$ cat config.mk
export PLATFORM = sky130hd
export DESIGN_NAME = ext_irq_agg
export DESIGN_NICKNAME = d
export VERILOG_FILES = /design/src/rtl/ext_irq_pkg.sv /design/src/rtl/ext_irq_pend.sv /design/src/rtl/ext_irq_mask.sv /design/src/rtl/ext_irq_pick.sv /design/src/rtl/ext_irq_agg.sv
export SDC_FILE = /design/constraint.sdc
export NUM_CORES = 1
export LEC_CHECK = 0
export BUFFER_PORTS_ARGS = -buffer_cell sky130_fd_sc_hd__buf_4
export CAP_MARGIN = 20
export CORE_MARGIN = 8
export CORE_UTILIZATION = 30
export DETAILED_ROUTE_END_ITERATION = 10
export PLACE_DENSITY_LB_ADDON = 0.12
export RECOVER_POWER = 100
export SYNTH_ARGS = -nofsm -noshare
export SYNTH_HDL_FRONTEND = slang
export SYNTH_SLANG_ARGS = --single-unit
$ cat constraint.sdc
create_clock -name clk -period 1.8 [get_ports clk]
set_input_delay 0.27 -clock clk [delete_from_list [all_inputs] [get_ports clk]]
set_output_delay 0.27 -clock clk [all_outputs]
set_load 0.005 [all_outputs]
$ cat src/rtl/ext_irq_pkg.sv
package ext_irq_pkg;
  localparam int unsigned EXT_SRC_COUNT = 32;
  localparam int unsigned EXT_VEC_BASE  = 32;
  localparam int unsigned CORE_EXT_VEC  = 4;
  localparam int unsigned CORE_VEC_W    = 5;
endpackage

$ cat src/rtl/ext_irq_pend.sv
module ext_irq_pend #(
  parameter int unsigned N = 32
) (
  input  logic         clk,
  input  logic         rst,
  input  logic [N-1:0] src_i,
  input  logic         clr_wr_i,
  input  logic [N-1:0] clr_mask_i,
  output logic [N-1:0] pend_o
);
  logic [N-1:0] src_d;
  logic [N-1:0] pend_q;
  logic [N-1:0] rise;
  logic [N-1:0] clr_eff;

  // previous sample is taken during reset too, so a line high at reset is no edge
  always_ff @(posedge clk) src_d <= src_i;

  assign rise    = src_i & ~src_d;
  assign clr_eff = clr_wr_i ? clr_mask_i : '0;

  always_ff @(posedge clk) begin
    if (rst) pend_q <= '0;
    else     pend_q <= (pend_q & ~clr_eff) | rise;
  end

  assign pend_o = pend_q;
endmodule

$ cat src/rtl/ext_irq_mask.sv
module ext_irq_mask #(
  parameter int unsigned N = 32
) (
  input  logic         clk,
  input  logic         rst,
  input  logic         wr_i,
  input  logic [N-1:0] wdata_i,
  output logic [N-1:0] en_o
);
  logic [N-1:0] en_q;

  always_ff @(posedge clk) begin
    if (rst)       en_q <= '0;
    else if (wr_i) en_q <= wdata_i;
  end

  assign en_o = en_q;
endmodule

$ cat src/rtl/ext_irq_pick.sv
module ext_irq_pick #(
  parameter int unsigned N  = 32,
  parameter int unsigned IW = 5
) (
  input  logic [N-1:0]  req_i,
  output logic          hit_o,
  output logic [IW-1:0] idx_o
);
  always_comb begin
    hit_o = 1'b0;
    idx_o = '0;
    for (int i = N - 1; i >= 0; i--) begin
      if (req_i[i]) begin
        hit_o = 1'b1;
        idx_o = IW'(i);
      end
    end
  end
endmodule

$ cat src/rtl/ext_irq_agg.sv
module ext_irq_agg
  import ext_irq_pkg::*;
#(
  parameter int unsigned N        = EXT_SRC_COUNT,
  parameter int unsigned VEC_BASE = EXT_VEC_BASE,
  parameter int unsigned CORE_VEC = CORE_EXT_VEC,
  parameter int unsigned CV_W     = CORE_VEC_W,
  localparam int unsigned IDX_W   = (N > 1) ? $clog2(N) : 1,
  localparam int unsigned VEC_W   = $clog2(VEC_BASE + N)
) (
  input  logic             clk,
  input  logic             rst,
  input  logic [N-1:0]     src_i,
  input  logic             gie_i,
  input  logic             en_wr_i,
  input  logic [N-1:0]     en_wdata_i,
  input  logic             clr_wr_i,
  input  logic [N-1:0]     clr_wdata_i,
  input  logic             ack_i,
  output logic             irq_o,
  output logic [CV_W-1:0]  irq_vec_o,
  output logic             src_valid_o,
  output logic [VEC_W-1:0] src_vec_o,
  output logic             spurious_o,
  output logic [N-1:0]     req_o,
  output logic [N-1:0]     en_o
);
  logic [N-1:0]     pend;
  logic [N-1:0]     en;
  logic [N-1:0]     active;
  logic             hit;
  logic [IDX_W-1:0] idx;

  ext_irq_pend #(.N(N)) u_pend (
    .clk(clk), .rst(rst), .src_i(src_i),
    .clr_wr_i(clr_wr_i), .clr_mask_i(clr_wdata_i), .pend_o(pend)
  );

  ext_irq_mask #(.N(N)) u_mask (
    .clk(clk), .rst(rst), .wr_i(en_wr_i), .wdata_i(en_wdata_i), .en_o(en)
  );

  assign active = pend & en;

  ext_irq_pick #(.N(N), .IW(IDX_W)) u_pick (
    .req_i(active), .hit_o(hit), .idx_o(idx)
  );

  always_ff @(posedge clk) begin
    if (rst) begin
      irq_o       <= 1'b0;
      irq_vec_o   <= '0;
      src_valid_o <= 1'b0;
      src_vec_o   <= '0;
      spurious_o  <= 1'b0;
    end else begin
      irq_o       <= gie_i & (|active);
      irq_vec_o   <= (gie_i & (|active)) ? CV_W'(CORE_VEC) : '0;
      src_valid_o <= gie_i & hit;
      src_vec_o   <= (gie_i & hit) ? VEC_W'(VEC_BASE + 32'(idx)) : '0;
      spurious_o  <= ack_i & ~hit;
    end
  end

  assign req_o = pend;
  assign en_o  = en;
endmodule

# After elaboration in Yosys (flattened, before gate mapping)
# Index checks and enable logic that the tools add are counted.
[op_classes]
add_sub_neg = 1
mux = 66
bitwise_logic = 11
reduce_logical = 2
[op_table]
columns = ["op", "n"]
rows = [
  ["5-bit two-way mux", 32],
  ["32-bit bitwise AND", 3],
  ["32-bit NOT", 2],
  ["1-bit two-way mux", 32],
  ["32-bit two-way mux", 1],
  ["32-bit bitwise OR", 1],
  ["32-bit OR reduction", 1],
  ["6-bit by 5-bit adder with 6-bit output (first input constant)", 1],
  ["1-bit bitwise AND", 3],
  ["3-bit two-way mux", 1],
  ["1-bit NOT", 2],
  ["2-bit OR reduction", 1],
]
[word_totals]
ff_bits = 110
inputBits = 102
output_inout_bits = 78
wordCells = 88

# Logic depth before layout (Yosys ltp)
[depth]
ltp_word = 36
depth_mapped = 5
depth_no_buf = 5

# Cells and area by module
# A second synthesis with hierarchy kept.
[hier_totals]
hier_cells = 402
area_unflattened_um2 = 4217.8
[modules_own_cells]
columns = ["module", "instances", "cells_per_inst", "area_each_um2", "seq_area_each_um2"]
rows = [
  ["ext_irq_pend", 1, 166, 2123.3, 1281.2],
  ["ext_irq_mask", 1, 103, 1163.6, 640.6],
  ["ext_irq_agg", 1, 68, 560.5, 180.2],
  ["ext_irq_pick", 1, 65, 370.4, 0.0],
]

# Worst setup path after synthesis
# Ideal clock, no wire load.
[synth_path]
path_type = "reg-to-reg"
from = "register u_pend.pend_q[27] (netlist: u_pend.pend_o[27])"
to = "register spurious_o"
setup_ns = 0.061
arrival_time_ns = 1.559
t_required_ns = 1.739
path_slack_ns = 0.180
path_stages_with_launch = 6
path_buffers = 0
synth_period_minus_slack_ns = 1.620
path_cell_list = "dfxtp_1 -> a22o_1 -> nand4bb_1 -> or3_4 -> nor3_4 -> and4b_1"
[synth_between]
elab_chain_len = 31
[synth_rtl]
columns = ["element", "line_no", "rtl"]
rows = [
  ["start: declaration", "ext_irq_pend.sv:12", "logic [N-1:0] pend_q;"],
  ["start signal: assignment", "ext_irq_pend.sv:24", "else pend_q <= (pend_q & ~clr_eff) | rise;"],
  ["32-bit bitwise AND", "ext_irq_agg.sv:43", "assign active = pend & en;"],
  ["1-bit two-way mux (28 in series)", "ext_irq_pick.sv:13", "if (req_i[i]) begin"],
  ["1-bit NOT", "ext_irq_agg.sv:61", "spurious_o <= ack_i & ~hit;"],
  ["1-bit bitwise AND", "ext_irq_agg.sv:61", ""],
  ["end signal: assignment", "ext_irq_agg.sv:61", ""],
  ["end: declaration", "ext_irq_agg.sv:24", "output logic spurious_o,"],
]
# No other way between the ends.
# A chain may end at the register's enable or synchronous reset.

# Final worst setup path
[layout_path]
from = "register u_pend.pend_q[25] (netlist: u_pend.pend_o[25])"
to = "register spurious_o"
[layout_between]
elab_chain_len = 29
[layout_rtl]
columns = ["element", "line_no"]
rows = [
  ["32-bit bitwise AND", "ext_irq_agg.sv:43"],
  ["1-bit two-way mux (26 in series)", "ext_irq_pick.sv:13"],
  ["1-bit NOT", "ext_irq_agg.sv:61"],
  ["1-bit bitwise AND", "ext_irq_agg.sv:61"],
]
# No other way between the ends.

==> reports/metrics.yaml <==
wl_per_cell_um: 16.1
nFillCells: 1235
synthTopCellsByArea: "dfxtp_1, mux2i_1, nor2_1"
antenna_found_initial: 0
worstMarginPinSlew_ns: 1.41
path_clk_slew_ns: 0.07
cts_buffers: 9
drive_gt1_share_pct: 34.4
cp.required_ns: 2.10
crit_cells: 5
setup.worst_path.start_class: "flip-flop"
r2r_start: "u_pend.pend_o[25]$_SDFF_PP0_"
worstSetupEndpoint: "spurious_o$_SDFF_PP0_"
drc: 0
postRouteAntennaNets: 0
track_usage_pct: 14.6
cts_tree: "done"
leakage_nw: 2.63
synth_seq_area_share_pct: 54.6
fin_cells: 774
worstSkewPairLatency_ns: 0.35
first_iter_violations: 162
wl_um: 12500
grt-ovfl-total: 0
skew_ns: 0.00667
io_pins: 180
netlist-cell-type-count: 42
yosysTopAreaCellShare_pct: 54.6
place_inst: 759
hold_viol: 0
path_max_fanout: 7
arrival_ns: 1.99
timing.rr.end: "spurious_o$_SDFF_PP0_"
crit_family: "simple AND/OR/NAND/NOR gates"
routed_via_density: 4.51
root_buffer: "clkbuf_16"
peakVddDrop_mv: 0.623
place_area_sq_um: 5470
status: "complete, no violations"
syn_area_per_cell_sq_um: 9.45
period_needed_ns: 1.70
grt_pass1_vias: 3572
tns_ns: 0
crit_path_end_kind: "flip-flop"
startpoint: "u_pend.pend_o[25]$_SDFF_PP0_"
relSlewSlack_pct: 6.13
netlist_area_sq_um: 3850
cts.htree.levels: 3
nNetsFinal: 700
core_area_sq_um: 12600
synth_area_leader_cell: "dfxtp_1"
rows: 41
setup_slack_ns: 0.104
total_power_mw: 5.33
min_path_type: "in -> reg"
antenna_cells: 0
ys_ff_latch: 105
die_h_um: 129
fin_area_sq_um: 5750
cts_buffer_depth: 2
critPathBufInv: 0
power_density_nw_per_um2: 926
grt_pass1_wl_um: 18800
gp_congestion: 0.744
max_freq_ghz: 0.590
path_cells: "a22o_1 > nand4bb_4 > or3_4 > nor3_4 > and4b_1"
dr.pass1.iters: 6
initial_core_util_pct: 30.6
syn_to_final_growth_pct: 49.5
synth_warnings: 0
final_max_slew_viol_count: 0
rsz0062_at_grt: "false"
slowest_delay_ns: 0.36
hold_ws_ns: 0.0479
crit_type: "reg -> reg"
postLayoutCoreUtil_pct: 45.8
setup_viol: 0
die_area_sq_um: 16700
dr_total_vias: 3488
r2r_cells: 5
io_buffers: 175
rrSetupSlack_ns: 0.10
hpwl_um: 9600
pre_cts_slack_ns: 0.0494
cts_sinks: 105
netlist_instances: 407
grt_max_degree: 66
post-route-period-util_pct: 94.2
slowest_stage: "or3_4"
maxCapViolCount: 0
die_x_um: 129
cells in the final DEF, fill, tap and decap left out, types with 4 or more instances in the layout:
cell type  netlist  routed
a22oi_2          0       4
dfxtp_1        105     105
conb_1           1       4
nand3_1          5       5
a22o_1           5       5
mux2i_1         32      32
nor2_1          66      66
clkbuf_1         9      14
clkbuf_16        0       9
a22oi_1          8       4
nand2_1         55      55
clkbuf_4         0      49
buf_4            5     133
nor2b_1         33      33
a21oi_1         35      35
kinds of logic after synthesis:
group | after synthesis | synth area share (%)
simple gates | 174 | 21.4
flops | 105 | 54.6
compound gates | 75 | 13.0
mux | 32 | 8.33
buf+inv | 20 | 2.47
other cells | 1 | 0.0975
cell usage after synthesis (all sizes together):
| master | instances |
|---|---|
| and2 | 2 |
| nor3b | 2 |
| nor2b | 33 |
| o2111ai | 1 |
| nor2 | 66 |
| a32o | 3 |
| a211oi | 2 |
| nand3 | 5 |
| nand4b | 1 |
| and3 | 2 |
| a21o | 1 |
| a222oi | 2 |
| dfxtp | 105 |
| o21ai | 2 |
| nor3 | 2 |
| a22o | 6 |
| nand4 | 1 |
| buf | 10 |
| o21bai | 1 |
| clkbuf | 9 |
| a311oi | 1 |
| a31oi | 1 |
| nand2 | 55 |
| o211ai | 2 |
| a31o | 1 |
| inv | 1 |
| a21oi | 35 |
| nand4bb | 1 |
| a21boi | 3 |
| and3b | 1 |
| a22oi | 8 |
| and4b | 1 |
| a221oi | 3 |
| or3 | 1 |
| nor4 | 1 |
| mux2i | 32 |
| a32oi | 3 |
| conb | 1 |
worst min path at each step:
stage,from,end,depth (start not counted)
after floorplan,src_i[0],u_pend.src_d[0]$_DFF_P_,0
after global placement,src_i[15],u_pend.src_d[15]$_DFF_P_,1
after detailed placement,src_i[29],u_pend.src_d[29]$_DFF_P_,1
after CTS,src_i[2],u_pend.src_d[2]$_DFF_P_,1
after global routing,src_i[25],u_pend.src_d[25]$_DFF_P_,1
final,src_i[2],u_pend.src_d[2]$_DFF_P_,1
state kept, by name, summed over array words and instances (netlist names):
signal         count
u_pend.pend_o     32
u_mask.en_o       32
spurious_o         1
u_pend.src_d      32
src_valid_o        1
irq_vec_o          1
src_vec_o          6
layer usage:
layer  GRT usage, %  wire, um  part of all wire [%]  vias to the layer above
met5              0         0                     0                        -
li1               -         -                     -                     1773
met4           4.35       125                   1.0                        0
met3           5.83      1080                   8.7                        9
met2           23.8      5970                    48                      111
met1           17.4      5280                    42                     1595
area by class of cell:
type | instances | area [sq um] | area share (%)
flip-flops and latches | 105 | 2100 | 36.5
inverters | 1 | 3.75 | 0.0652
multi-input cells | 285 | 1700 | 29.5
well taps | 172 | 215 | 3.74
repair buffers | 196 | 1440 | 25.0
clock buffers | 13 | 260 | 4.52
clock inverters | 2 | 37.5 | 0.652
power by group:
group,switching [mW],internal [mW]
combinational,0.329,0.435
clock,0.839,1.15
sequential,0.107,2.47
total,1.28,4.05
repair_timing:
| action | CTS | global route |
|---|---|---|
| buffers inserted | 0 | 0 |
| gates resized for setup | 0 | 6 |
| hold buffers | 0 | 0 |
| setup endpoints to repair | 0 | 7 |
Note: power is estimated with default switching activity, not from simulation.
